[src/rtl/hmi_pkg.sv]
package hmi_pkg;

    localparam int SIN_PTS  = 64;
    localparam int SIN_FRAC = 14;
    localparam int SIN_ONE  = 1 << SIN_FRAC;
    localparam int SIN_W    = SIN_FRAC + 1;
    localparam int IDX_W    = $clog2(SIN_PTS);

    // per-phase modulation state, valid for one carrier period
    typedef struct packed {
        logic leg_up;   // leg tied to positive rail
        logic br_pol;   // bridge polarity when pulsing: 1 = plus
        logic pwm;      // bridge pulse active this clock
    } mod_state_t;

    typedef struct packed {
        logic leg_pos;
        logic leg_neg;
        logic sw_a;
        logic sw_b;
        logic sw_c;
        logic sw_d;
    } gate_set_t;

    // Quarter-wave sine sample g of SIN_PTS, scaled to SIN_ONE.
    // Rational approximation over the half period, evaluated at elaboration.
    function automatic int sine_q(input int g);
        int span;
        int prod;
        span = 2 * SIN_PTS;
        prod = g * (span - g);
        return (16 * prod * SIN_ONE) / (5 * span * span - 4 * prod);
    endfunction

endpackage

[src/rtl/hmi_timebase.sv]
module hmi_timebase #(
    parameter int CARRIER_CLKS       = 48,
    parameter int CARRIERS_PER_CYCLE = 50,
    parameter int PH_W               = 12,
    parameter int CC_W               = 6
) (
    input  logic            clk,
    input  logic            rst,
    input  logic            en,
    output logic [PH_W-1:0] ph_o,
    output logic [CC_W-1:0] cc_o
);
    localparam int CYCLE = CARRIER_CLKS * CARRIERS_PER_CYCLE;

    always_ff @(posedge clk) begin
        if (rst || !en) begin
            ph_o <= '0;
            cc_o <= '0;
        end else begin
            ph_o <= (ph_o == PH_W'(CYCLE - 1)) ? '0 : ph_o + 1'b1;
            cc_o <= (cc_o == CC_W'(CARRIER_CLKS - 1)) ? '0 : cc_o + 1'b1;
        end
    end

endmodule

[src/rtl/hmi_phase_mod.sv]
module hmi_phase_mod
    import hmi_pkg::*;
#(
    parameter int CARRIER_CLKS = 48,
    parameter int CYCLE        = 2400,
    parameter int PH_W         = 12,
    parameter int CC_W         = 6,
    parameter int MA_W         = 8
) (
    input  logic            clk,
    input  logic            rst,
    input  logic [PH_W-1:0] ang_i,
    input  logic [CC_W-1:0] cc_i,
    input  logic [MA_W-1:0] ma_i,
    output mod_state_t      st_o
);
    localparam int HALF    = CYCLE / 2;
    localparam int QUARTER = CYCLE / 4;
    localparam int SIXTH   = CYCLE / 12;
    localparam int IDX_SH  = 16;
    localparam int IDX_MUL = (SIN_PTS << IDX_SH) / QUARTER;
    localparam int PROD_W  = MA_W + SIN_W + CC_W + 1;

    logic [SIN_W-1:0] sin_tab [SIN_PTS];

    for (genvar g = 0; g < SIN_PTS; g++) begin : g_tab
        assign sin_tab[g] = SIN_W'(sine_q(g));
    end

    int               th, qa, idx;
    logic             neg, mid;
    logic [IDX_W-1:0] idx_s;
    logic [SIN_W:0]   twice;
    logic [SIN_W-1:0] duty;
    logic [PROD_W-1:0] prod;
    logic [CC_W-1:0]  wid_calc;

    always_comb begin
        neg   = int'(ang_i) >= HALF;
        th    = neg ? int'(ang_i) - HALF : int'(ang_i);
        qa    = (th < QUARTER) ? th : HALF - th;
        idx   = (qa * IDX_MUL) >>> IDX_SH;
        if (idx > SIN_PTS - 1) idx = SIN_PTS - 1;
        idx_s = IDX_W'(idx);
        twice = {sin_tab[idx_s], 1'b0};
        mid   = (th >= SIXTH) && (th <= HALF - SIXTH);
        if (mid)
            duty = (twice > (SIN_W+1)'(SIN_ONE)) ? SIN_W'(twice - (SIN_W+1)'(SIN_ONE)) : '0;
        else
            duty = (twice < (SIN_W+1)'(SIN_ONE)) ? SIN_W'((SIN_W+1)'(SIN_ONE) - twice) : '0;
        prod     = PROD_W'(ma_i) * PROD_W'(duty) * PROD_W'(CARRIER_CLKS);
        wid_calc = CC_W'(prod >> (MA_W + SIN_FRAC));
    end

    logic            start;
    logic [CC_W-1:0] wid_q, wid_now;
    logic            up_q, pol_q, up_now, pol_now;

    assign start   = (cc_i == '0);
    assign wid_now = start ? wid_calc : wid_q;
    assign up_now  = start ? !neg : up_q;
    assign pol_now = start ? (!neg == mid) : pol_q;

    always_ff @(posedge clk) begin
        if (rst) begin
            wid_q <= '0;
            up_q  <= 1'b0;
            pol_q <= 1'b0;
        end else if (start) begin
            wid_q <= wid_calc;
            up_q  <= !neg;
            pol_q <= (!neg == mid);
        end
    end

    assign st_o.leg_up = up_now;
    assign st_o.br_pol = pol_now;
    assign st_o.pwm    = (cc_i < wid_now);

endmodule

[src/rtl/hmi_gate_map.sv]
module hmi_gate_map
    import hmi_pkg::*;
(
    input  mod_state_t st_i,
    output gate_set_t  gate_o
);
    logic plus_on, idle;

    always_comb begin
        plus_on        = st_i.pwm & st_i.br_pol;
        idle           = !st_i.pwm;
        gate_o.leg_pos = st_i.leg_up;
        gate_o.leg_neg = !st_i.leg_up;
        // zero state parks on the side matching the leg polarity
        gate_o.sw_a    = plus_on | (idle & st_i.leg_up);
        gate_o.sw_d    = plus_on | (idle & !st_i.leg_up);
        gate_o.sw_b    = !gate_o.sw_a;
        gate_o.sw_c    = !gate_o.sw_d;
    end

endmodule

[src/rtl/hmi_gate_gen.sv]
module hmi_gate_gen
    import hmi_pkg::*;
#(
    parameter int CARRIER_CLKS       = 48,
    parameter int CARRIERS_PER_CYCLE = 50,
    parameter int MA_W               = 8
) (
    input  logic            clk,
    input  logic            rst,
    input  logic            en,
    input  logic [MA_W-1:0] ma,
    output logic [2:0]      leg_pos_o,
    output logic [2:0]      leg_neg_o,
    output logic [2:0]      br_a_o,
    output logic [2:0]      br_b_o,
    output logic [2:0]      br_c_o,
    output logic [2:0]      br_d_o
);
    localparam int NPH   = 3;
    localparam int CYCLE = CARRIER_CLKS * CARRIERS_PER_CYCLE;
    localparam int PH_W  = $clog2(CYCLE);
    localparam int CC_W  = $clog2(CARRIER_CLKS);

    logic [PH_W-1:0] ph;
    logic [CC_W-1:0] cc;
    gate_set_t       gs [NPH];

    hmi_timebase #(
        .CARRIER_CLKS      (CARRIER_CLKS),
        .CARRIERS_PER_CYCLE(CARRIERS_PER_CYCLE),
        .PH_W              (PH_W),
        .CC_W              (CC_W)
    ) u_tb (
        .clk (clk),
        .rst (rst),
        .en  (en),
        .ph_o(ph),
        .cc_o(cc)
    );

    for (genvar p = 0; p < NPH; p++) begin : g_ph
        localparam int OFF = (p * 2 * CYCLE / 3) % CYCLE;
        logic [PH_W:0]   sum;
        logic [PH_W-1:0] ang;
        mod_state_t      st;

        assign sum = {1'b0, ph} + (PH_W+1)'(OFF);
        assign ang = (sum >= (PH_W+1)'(CYCLE)) ? PH_W'(sum - (PH_W+1)'(CYCLE)) : PH_W'(sum);

        hmi_phase_mod #(
            .CARRIER_CLKS(CARRIER_CLKS),
            .CYCLE       (CYCLE),
            .PH_W        (PH_W),
            .CC_W        (CC_W),
            .MA_W        (MA_W)
        ) u_mod (
            .clk  (clk),
            .rst  (rst),
            .ang_i(ang),
            .cc_i (cc),
            .ma_i (ma),
            .st_o (st)
        );

        hmi_gate_map u_map (
            .st_i  (st),
            .gate_o(gs[p])
        );
    end

    always_ff @(posedge clk) begin
        if (rst || !en) begin
            leg_pos_o <= '0;
            leg_neg_o <= '0;
            br_a_o    <= '0;
            br_b_o    <= '0;
            br_c_o    <= '0;
            br_d_o    <= '0;
        end else begin
            for (int p = 0; p < NPH; p++) begin
                leg_pos_o[p] <= gs[p].leg_pos;
                leg_neg_o[p] <= gs[p].leg_neg;
                br_a_o[p]    <= gs[p].sw_a;
                br_b_o[p]    <= gs[p].sw_b;
                br_c_o[p]    <= gs[p].sw_c;
                br_d_o[p]    <= gs[p].sw_d;
            end
        end
    end

endmodule

[config.mk]
export PLATFORM = sky130hd
export DESIGN_NAME = hmi_gate_gen
export DESIGN_NICKNAME = d
export VERILOG_FILES = /design/src/rtl/hmi_pkg.sv /design/src/rtl/hmi_timebase.sv /design/src/rtl/hmi_phase_mod.sv /design/src/rtl/hmi_gate_map.sv /design/src/rtl/hmi_gate_gen.sv
export SDC_FILE = /design/constraint.sdc
export NUM_CORES = 2
export LEC_CHECK = 0
export BUFFER_PORTS_ARGS = -buffer_cell sky130_fd_sc_hd__buf_2
export CORE_MARGIN = 2
export CORE_UTILIZATION = 50
export CTS_CLUSTER_DIAMETER = 40
export DETAILED_ROUTE_END_ITERATION = 10
export PLACE_DENSITY = 0.71
export SYNTH_ARGS = -nofsm -noshare
export SYNTH_HDL_FRONTEND = slang
export SYNTH_SLANG_ARGS = --single-unit
[constraint.sdc]
create_clock -name clk -period 65.1 [get_ports clk]
set_input_delay 6.51 -clock clk [delete_from_list [all_inputs] [get_ports clk]]
set_output_delay 6.51 -clock clk [all_outputs]
set_load 0.005 [all_outputs]
=== Word level (Yosys, flattened, before mapping) ===
Memories as Yosys holds them, arrays and structs flattened.
Cells that the tools add are included.

* Flip-flop bits (word level): 60
* ROM bits: 2880
* Bits of input ports: 11
* Output and inout bits: 18
* Word-level logic and storage cells: 160
* Memories kept: 3

{| class="wikitable"
|+ Memories
! memory !! words !! width !! read ports !! clocked after memory_dff !! wr ports !! line !! source
|-
| (no name shown) || 64 || 15 || 1 || 0 || 0 || hmi_phase_mod.sv:45 || <nowiki>twice = {sin_tab[idx_s], 1'b0};</nowiki>
|-
| (no name shown) || 64 || 15 || 1 || 0 || 0 || hmi_phase_mod.sv:45 ||
|-
| (no name shown) || 64 || 15 || 1 || 0 || 0 || hmi_phase_mod.sv:45 ||
|}

* Add/subtract/negate cells: 19
* Multiply operators: 9
* $lt $le $gt $ge: 30
* Eq/ne operators: 5
* Multiplexer cells: 36
* Bitwise gates (word level): 18
* Reduce and logical (&&, ||, !) cells: 23

{| class="wikitable"
|+ Operator list
! cell !! count
|-
| two-way mux 15 bit || 15
|-
| two-way mux 32 bit || 6
|-
| greater-or-equal comparator 32 x 9 -> 1 bit, second input constant || 3
|-
| <= comparator 32 x 11 -> 1 bit, second input constant || 3
|-
| < comparator 32 x 11 -> 1 bit, second input constant || 3
|-
| multiplier 32 x 13 -> 31 bit, second input constant || 3
|-
| subtractor 12 x 32 -> 32 bit, first input constant || 3
|-
| multiplier 23 x 2 -> 24 bit, second input constant || 3
|-
| multiplier 8 x 15 -> 23 bit || 3
|-
| greater-than comparator 16 x 15 -> 1 bit, second input constant || 3
|-
| greater-than comparator 16 x 7 -> 1 bit, second input constant || 3
|-
| < comparator 16 x 15 -> 1 bit, second input constant || 3
|-
| subtractor 15 bit, first input constant || 3
|-
| subtractor 15 bit, second input constant || 3
|-
| subtractor 12 x 11 -> 13 bit, second input constant || 3
|-
| greater-or-equal comparator 12 x 11 -> 1 bit, second input constant || 3
|-
| two-way mux 12 bit || 3
|-
| two-way mux 6 bit || 6
|-
| subtractor 12 bit, second input constant || 3
|-
| greater-or-equal comparator 13 x 12 -> 1 bit, second input constant || 2
|-
| greater-or-equal comparator 7 bit, second input constant || 3
|-
| NOT 6 -> 7 bit || 3
|-
| < comparator 6 bit || 3
|-
| zero test 1 bit || 16
|-
| other kinds (15) || 38
|}

=== Depth between registers and ports, before layout ===
* Depth after elaboration: 25
* Gate-level depth with buffers: 111
* Depth with buffers taken out: 105

=== Modules after synthesis ===
From an unflattened synthesis, not the netlist that was laid out.

* Cells, all modules: 5310
* Area total of the unflattened synthesis: 42305.6 µm²

{| class="wikitable"
|+ By module, submodules not included
! module !! times used !! cells an instance !! area an instance (µm²) !! sequential area each (µm²)
|-
| hmi_phase_mod (g_ph[2].u_mod) || 1 || 1691 || 13568.0 || 160.2
|-
| hmi_phase_mod (g_ph[0].u_mod) || 1 || 1689 || 13305.3 || 160.2
|-
| hmi_phase_mod (g_ph[1].u_mod) || 1 || 1671 || 13175.1 || 160.2
|-
| hmi_gate_gen || 1 || 153 || 1365.1 || 360.3
|-
| hmi_timebase || 1 || 85 || 764.5 || 360.3
|-
| hmi_gate_map || 3 || 7 || 42.5 || 0.0
|}

=== Least setup slack after synthesis ===
Ideal clock, no wire load.

* Path kind: flip-flop to flip-flop
* From: register u_tb.ph_o[7]
* To: register br_a_o[1]
* Setup time: 0.059 ns
* Data arrival time: 20.413 ns
* Data required time: 65.041 ns
* Setup slack: 44.628 ns
* Stages on the path, launching flop included: 101
* Path buffers: 7
* Clock period less this slack: 20.472 ns
* Cells stage by stage: dfxtp_1 > buf_4 > buf_2 > inv_1 > ha_1 > buf_2 > nor2_1 > o21ai_0 > nor3_2 > o21ai_0 > nor2_1 > nor2_1 > ha_1 > nand3_1 > or4_1 > a21oi_1 > o22a_1 > a211oi_4 > [65 not listed] > o21a_1 > o21ai_0 > nand2b_1 > a21oi_1 > xnor2_1 > ha_1 > nand2b_1 > o22ai_1 > nor2_1 > nand2_1 > o22ai_1 > ha_1 > nor2b_1 > o21ai_0 > nand2b_1 > o41a_1 > or3_1 > nand2_1

* Longest elaborated chain between the ends: 24
* Elaborated cells on any way between the ends: 39
* Those cells by class: 6 x add/sub; 3 x mul; 9 x order compare; 1 x eq/ne; 12 x mux; 4 x bitwise; 3 x reduce/logical; 1 x memory

{| class="wikitable"
|+ Ends and longest elaborated chain
! element !! line !! source
|-
| start, declared || hmi_timebase.sv:10 || <nowiki>output logic [PH_W-1:0] ph_o,</nowiki>
|-
| start signal, assigned || hmi_timebase.sv:20 || <nowiki>ph_o <= (ph_o == PH_W'(CYCLE - 1)) ? '0 : ph_o + 1'b1;</nowiki>
|-
| adder 12 x 11 -> 13 bit * || hmi_gate_gen.sv:47 || <nowiki>assign sum = {1'b0, ph} + (PH_W+1)'(OFF);</nowiki>
|-
| subtractor 12 bit or greater-or-equal comparator 13 x 12 -> 1 bit (tied branches) || hmi_gate_gen.sv:48 || <nowiki>assign ang = (sum >= (PH_W+1)'(CYCLE)) ? PH_W'(sum - (PH_W+1)'(CYCLE)) : PH_W'(sum);</nowiki>
|-
| two-way mux 12 bit * || hmi_gate_gen.sv:48 ||
|-
| subtractor 12 x 11 -> 13 bit or greater-or-equal comparator 12 x 11 -> 1 bit (tied branches) || hmi_phase_mod.sv:40, hmi_phase_mod.sv:39 ||
|-
| two-way mux 32 bit || hmi_phase_mod.sv:40 || <nowiki>th = neg ? int'(ang_i) - HALF : int'(ang_i);</nowiki>
|-
| subtractor 12 x 32 -> 32 bit or < comparator 32 x 11 -> 1 bit (tied branches) || hmi_phase_mod.sv:41 || <nowiki>qa = (th < QUARTER) ? th : HALF - th;</nowiki>
|-
| two-way mux 32 bit || hmi_phase_mod.sv:41 ||
|-
| multiplier 32 x 13 -> 31 bit || hmi_phase_mod.sv:42 || <nowiki>idx = (qa * IDX_MUL) >>> IDX_SH;</nowiki>
|-
| [8 not listed] || n/a ||
|-
| two-way mux 15 bit || hmi_phase_mod.sv:47 || <nowiki>if (mid)</nowiki>
|-
| multiplier 8 x 15 -> 23 bit || hmi_phase_mod.sv:51 || <nowiki>prod = PROD_W'(ma_i) * PROD_W'(duty) * PROD_W'(CARRIER_CLKS);</nowiki>
|-
| multiplier 23 x 2 -> 24 bit || hmi_phase_mod.sv:51 ||
|-
| two-way mux 6 bit || hmi_phase_mod.sv:60 || <nowiki>assign wid_now = start ? wid_calc : wid_q;</nowiki>
|-
| < comparator 6 bit || hmi_phase_mod.sv:78 || <nowiki>assign st_o.pwm = (cc_i < wid_now);</nowiki>
|-
| zero test 1 bit || hmi_gate_map.sv:11 || <nowiki>idle = !st_i.pwm;</nowiki>
|-
| AND 1 bit || hmi_gate_map.sv:15 || <nowiki>gate_o.sw_a = plus_on | (idle & st_i.leg_up);</nowiki>
|-
| bitwise OR 1 bit * || hmi_gate_map.sv:15 ||
|-
| end signal, assigned by index || hmi_gate_gen.sv:83 || <nowiki>br_a_o[p] <= gs[p].sw_a;</nowiki>
|-
| end, declared || hmi_gate_gen.sv:14 || <nowiki>output logic [2:0] br_a_o,</nowiki>
|}

Every way passes the cells marked *; elsewhere a longest branch is shown, timed or not. The select of a mux whose other input is x is not followed.
A chain may end at the register's enable or synchronous reset.

=== Worst setup path in the final report ===
* From: register u_tb.ph_o[7]
* To: register br_d_o[1]

* Longest elaborated chain between the ends: 24
* Elaborated cells on any way between the ends: 40
* Those cells by class: 6 x add/sub; 3 x mul; 9 x order compare; 1 x eq/ne; 12 x mux; 4 x bitwise; 4 x reduce/logical; 1 x memory

{| class="wikitable"
|+ Ends and longest elaborated chain
! element !! line !! source
|-
| adder 12 x 11 -> 13 bit * || hmi_gate_gen.sv:47 ||
|-
| subtractor 12 bit or greater-or-equal comparator 13 x 12 -> 1 bit (tied branches) || hmi_gate_gen.sv:48 ||
|-
| two-way mux 12 bit * || hmi_gate_gen.sv:48 ||
|-
| subtractor 12 x 11 -> 13 bit or greater-or-equal comparator 12 x 11 -> 1 bit (tied branches) || hmi_phase_mod.sv:40, hmi_phase_mod.sv:39 ||
|-
| two-way mux 32 bit || hmi_phase_mod.sv:40 ||
|-
| subtractor 12 x 32 -> 32 bit or < comparator 32 x 11 -> 1 bit (tied branches) || hmi_phase_mod.sv:41 ||
|-
| two-way mux 32 bit || hmi_phase_mod.sv:41 ||
|-
| multiplier 32 x 13 -> 31 bit || hmi_phase_mod.sv:42 ||
|-
| [8 not listed] || n/a ||
|-
| two-way mux 15 bit || hmi_phase_mod.sv:47 ||
|-
| multiplier 8 x 15 -> 23 bit || hmi_phase_mod.sv:51 ||
|-
| multiplier 23 x 2 -> 24 bit || hmi_phase_mod.sv:51 ||
|-
| two-way mux 6 bit || hmi_phase_mod.sv:60 ||
|-
| < comparator 6 bit || hmi_phase_mod.sv:78 ||
|-
| zero test 1 bit || hmi_gate_map.sv:11 ||
|-
| AND 1 bit || hmi_gate_map.sv:16 || <nowiki>gate_o.sw_d = plus_on | (idle & !st_i.leg_up);</nowiki>
|-
| bitwise OR 1 bit * || hmi_gate_map.sv:16 ||
|-
| end signal, assigned by index || hmi_gate_gen.sv:86 || <nowiki>br_d_o[p] <= gs[p].sw_d;</nowiki>
|-
| end, declared || hmi_gate_gen.sv:17 || <nowiki>output logic [2:0] br_d_o</nowiki>
|}

Marked as above.

==> summary.txt <==
Run status = complete, no violations
Routed len/inst = 17.53 um
Count of instances resized after the clock tree is built = 0
Final hold slack = 0.4841 ns
Dominant synthesized flop cell = dfxtp_1
Drt first-iter violations = 3036
Count of yosys warnings during synthesis = 0
Pin count of the biggest net entering global routing = 41
Sinks on Clock Net = 60
Number of hold-slack violations in the final timing report = 0
Post-layout net count = 6067
CTS max path bufs = 2
Total Wirelength = 104900 um
Share of flip-flops with an asynchronous set or reset after synthesis = 0
Routability congestion estimate = 0.9650
Achievable Freq = 41.06 MHz
Relative slew slack = 0.1997
Die Wd = 287.0 um
Clock tree from TritonCTS = yes
Total gr overflow = 0
Source-to-sink clock delay at the later pin of the worst-skew pair = 0.34 ns
Count of maximum capacitance violations = 0
Setup-violating endpoint count in the final report = 0
Util after Layout = 0.5261
Total via count in the routed design = 34350
Avg Cell Area, Syn = 8.016 um2
Clock Skews = 0.005185 ns
Number of antenna violations at the first check in global routing = 1
Post-route DRC = 0
Clock H-tree levels = 3
Max-slew violation total from the final report = 0
Clock transition at the registers of the reported paths = 0.05 ns
Number of placed I/O pins = 29
Critical Path Sink Type = flop
Site Rows = 103
Required @ worst endpoint = 65.38 ns
Share of final-layout standard cells stronger than drive strength 1 = 0.04254
First-pass detailed-route iteration total = 6
Master cell of the clock root buffer = clkbuf_16
WP buf/inv = 10
Die height = 287.0 um
Floorplan die area = 82380 um2
Startpoint class of the critical path = flop
Crit path arrival time = 24.63 ns
Net count of the mapped netlist = 6132
Layout overhead on the synthesized area = 3.946%
Min Clock Period, post-route = 24.35 ns
Worst min path class = reg -> reg
First-pass GRT wire length = 175700 um
Slew at the pin closest to its max-slew limit = 1.190 ns
Antenna diode count = 0
Post-detail-place hpwl = 86140 um
Delay of the slowest cell on the worst path = 0.79 ns
Total Negative Setup Slacks = 0 ns
Crit path max fanout = 18
Detail Route Antenna Nets = 0
Count of cell types in the netlist = 124
Number of global-route vias before repair = 34540
Sequential fraction of the synthesis area = 0.02999
Post-CTS Repair Setup Buffers = 0
Area of the mapped netlist = 40050 um2
Hold buffer count at cts = 0
Gate family responsible for the most delay along the worst path = compound AO/OA/AOI/OAI gates
Type of the setup path with the least slack = reg -> reg
Overall global routing resource usage = 0.2584
EDFF count, synth = 0
Count of state elements after synthesis = 60
Mean number of vias per cell = 5.738
# fillers = 7610
Count of input and output buffers = 28
RSZ-0062 raised after global routing = false
Crit share post-route = 0.3741
Cell count after synthesis = 4996
Starting density of the core = 0.5061
Std-Cell Core Area = 79130 um2
Slowest stage cell on the critical path = dfxtp_1
CTS Buf Count = 9
## sequential cells by signal, indices dropped and copies added (netlist names)
name / count
g_ph.u_mod.pol_q: 3
u_tb.cc_o: 6
br_b_o: 3
br_d_o: 3
br_c_o: 3
g_ph.u_mod.wid_q: 18
u_tb.ph_o: 12
leg_pos_o: 3
leg_neg_o: 3
g_ph.u_mod.up_q: 3
br_a_o: 3
## through the flow
stage / setup slack (ns) / area [um2] / std cells
floorplan: 44.63 / 40050 / 4996
global placement: 41.27 / 41320 / 5970
detailed placement: 41.14 / 41320 / 5970
CTS: 41.10 / 41630 / 5986
global route: 38.91 / 41630 / 5986
finish: 40.75 / 41630 / 5986
## kinds of logic after synthesis
logic type / Yosys count / share of synthesized area
xor+xnor: 287 / 0.06442
mux: 28 / 0.007623
fa+ha+maj: 1125 / 0.4602
simple gates: 1400 / 0.1690
compound gates: 966 / 0.1611
buf+inv: 1130 / 0.1076
flops: 60 / 0.02999
## Yosys cell counts (all sizes together) (14+ instances only)
cell,number,area (um2)
a211o,14,123.9
a41oi,16,158.9
o22ai,31,200.2
nor2b,41,256.5
nor4,41,271.5
o21ai,209,1057
nand4,29,181.4
o21bai,34,255.2
and2,115,719.4
a211oi,19,172.7
nor2,469,1770
dfxtp,60,1201
a31oi,56,390.4
xnor2,196,1747
or3,26,167.7
and3,31,193.9
mux2i,23,237.7
xor2,90,810.8
a21o,62,465.5
fa,580,11610
nand2,328,1255
a21oi,274,1398
buf,39,214.0
inv,964,3618
o21a,23,172.7
o211ai,33,252.7
nor3,72,386.6
nand3,89,463.0
nand2b,104,658.1
ha,545,6819
or2,27,168.9
clkbuf,119,447.9
## cell type report
cell class	instances	area, um2	area share
Timing Repair Buffer	82	545.5	0.01310
Inverter	972	3649	0.08764
Clock buffer	12	256.5	0.006162
Multi-Input combinational cell	3806	34620	0.8315
Tap cell	1050	1314	0.03156
Clock inverter	4	47.55	0.001142
Sequential cell	60	1201	0.02885
## worst min-delay path, delay by kind of cell (launching register included)
kind | cells | cell delay [ns]
DFF | 1 | 0.31
AOI/OAI and AO/OA | 1 | 0.07
and+or+nand+nor | 1 | 0.07
## layout by cell type (no fill, tap or decap), types with 11 or more instances in the layout
cell type  instances
a41oi_1           15
ha_1             545
o21ai_0          191
a221oi_1          11
inv_1            959
or2_2             19
nand2b_1         103
nor4_1            40
a21o_1            62
nor2_1           467
buf_4             54
a21oi_1          267
nor2b_1           41
and2_1           115
nand3_1           87
a211oi_1          16
nor3_1            68
o21a_1            23
a211o_1           13
and3_1            31
xor2_1            84
nand4_1           29
a31oi_1           51
o2111ai_1         11
o21bai_1          34
buf_2             28
o21ai_1           14
o211ai_1          32
dfxtp_1           60
nand2_1          324
o221ai_1          11
or3_1             25
mux2i_1           21
xnor2_1          185
xnor2_2           11
o22ai_1           30
o31a_1            12
fa_1             580
## routing by layer
metal  GRT usage  share of wire
met1      0.3556           0.44
met2      0.4356           0.47
met3     0.02698          0.064
met4     0.06354          0.024
met5           0        0.00012
## worst paths after layout
check	startpoint	end	slack [ns]	cells after the start
worst min-delay path	g_ph[2].u_mod.wid_q[1]	g_ph[2].u_mod.wid_q[1]	0.48	2
worst max register to register	u_tb.ph_o[7]	br_d_o[1]	40.75	97
worst max-delay path	u_tb.ph_o[7]	br_d_o[1]	40.75	97
worst min register to register	g_ph[2].u_mod.wid_q[1]	g_ph[2].u_mod.wid_q[1]	0.48	2
Power is not shown: default switching activity piles up to over one toggle a cycle in this logic, so the estimate is an artifact.
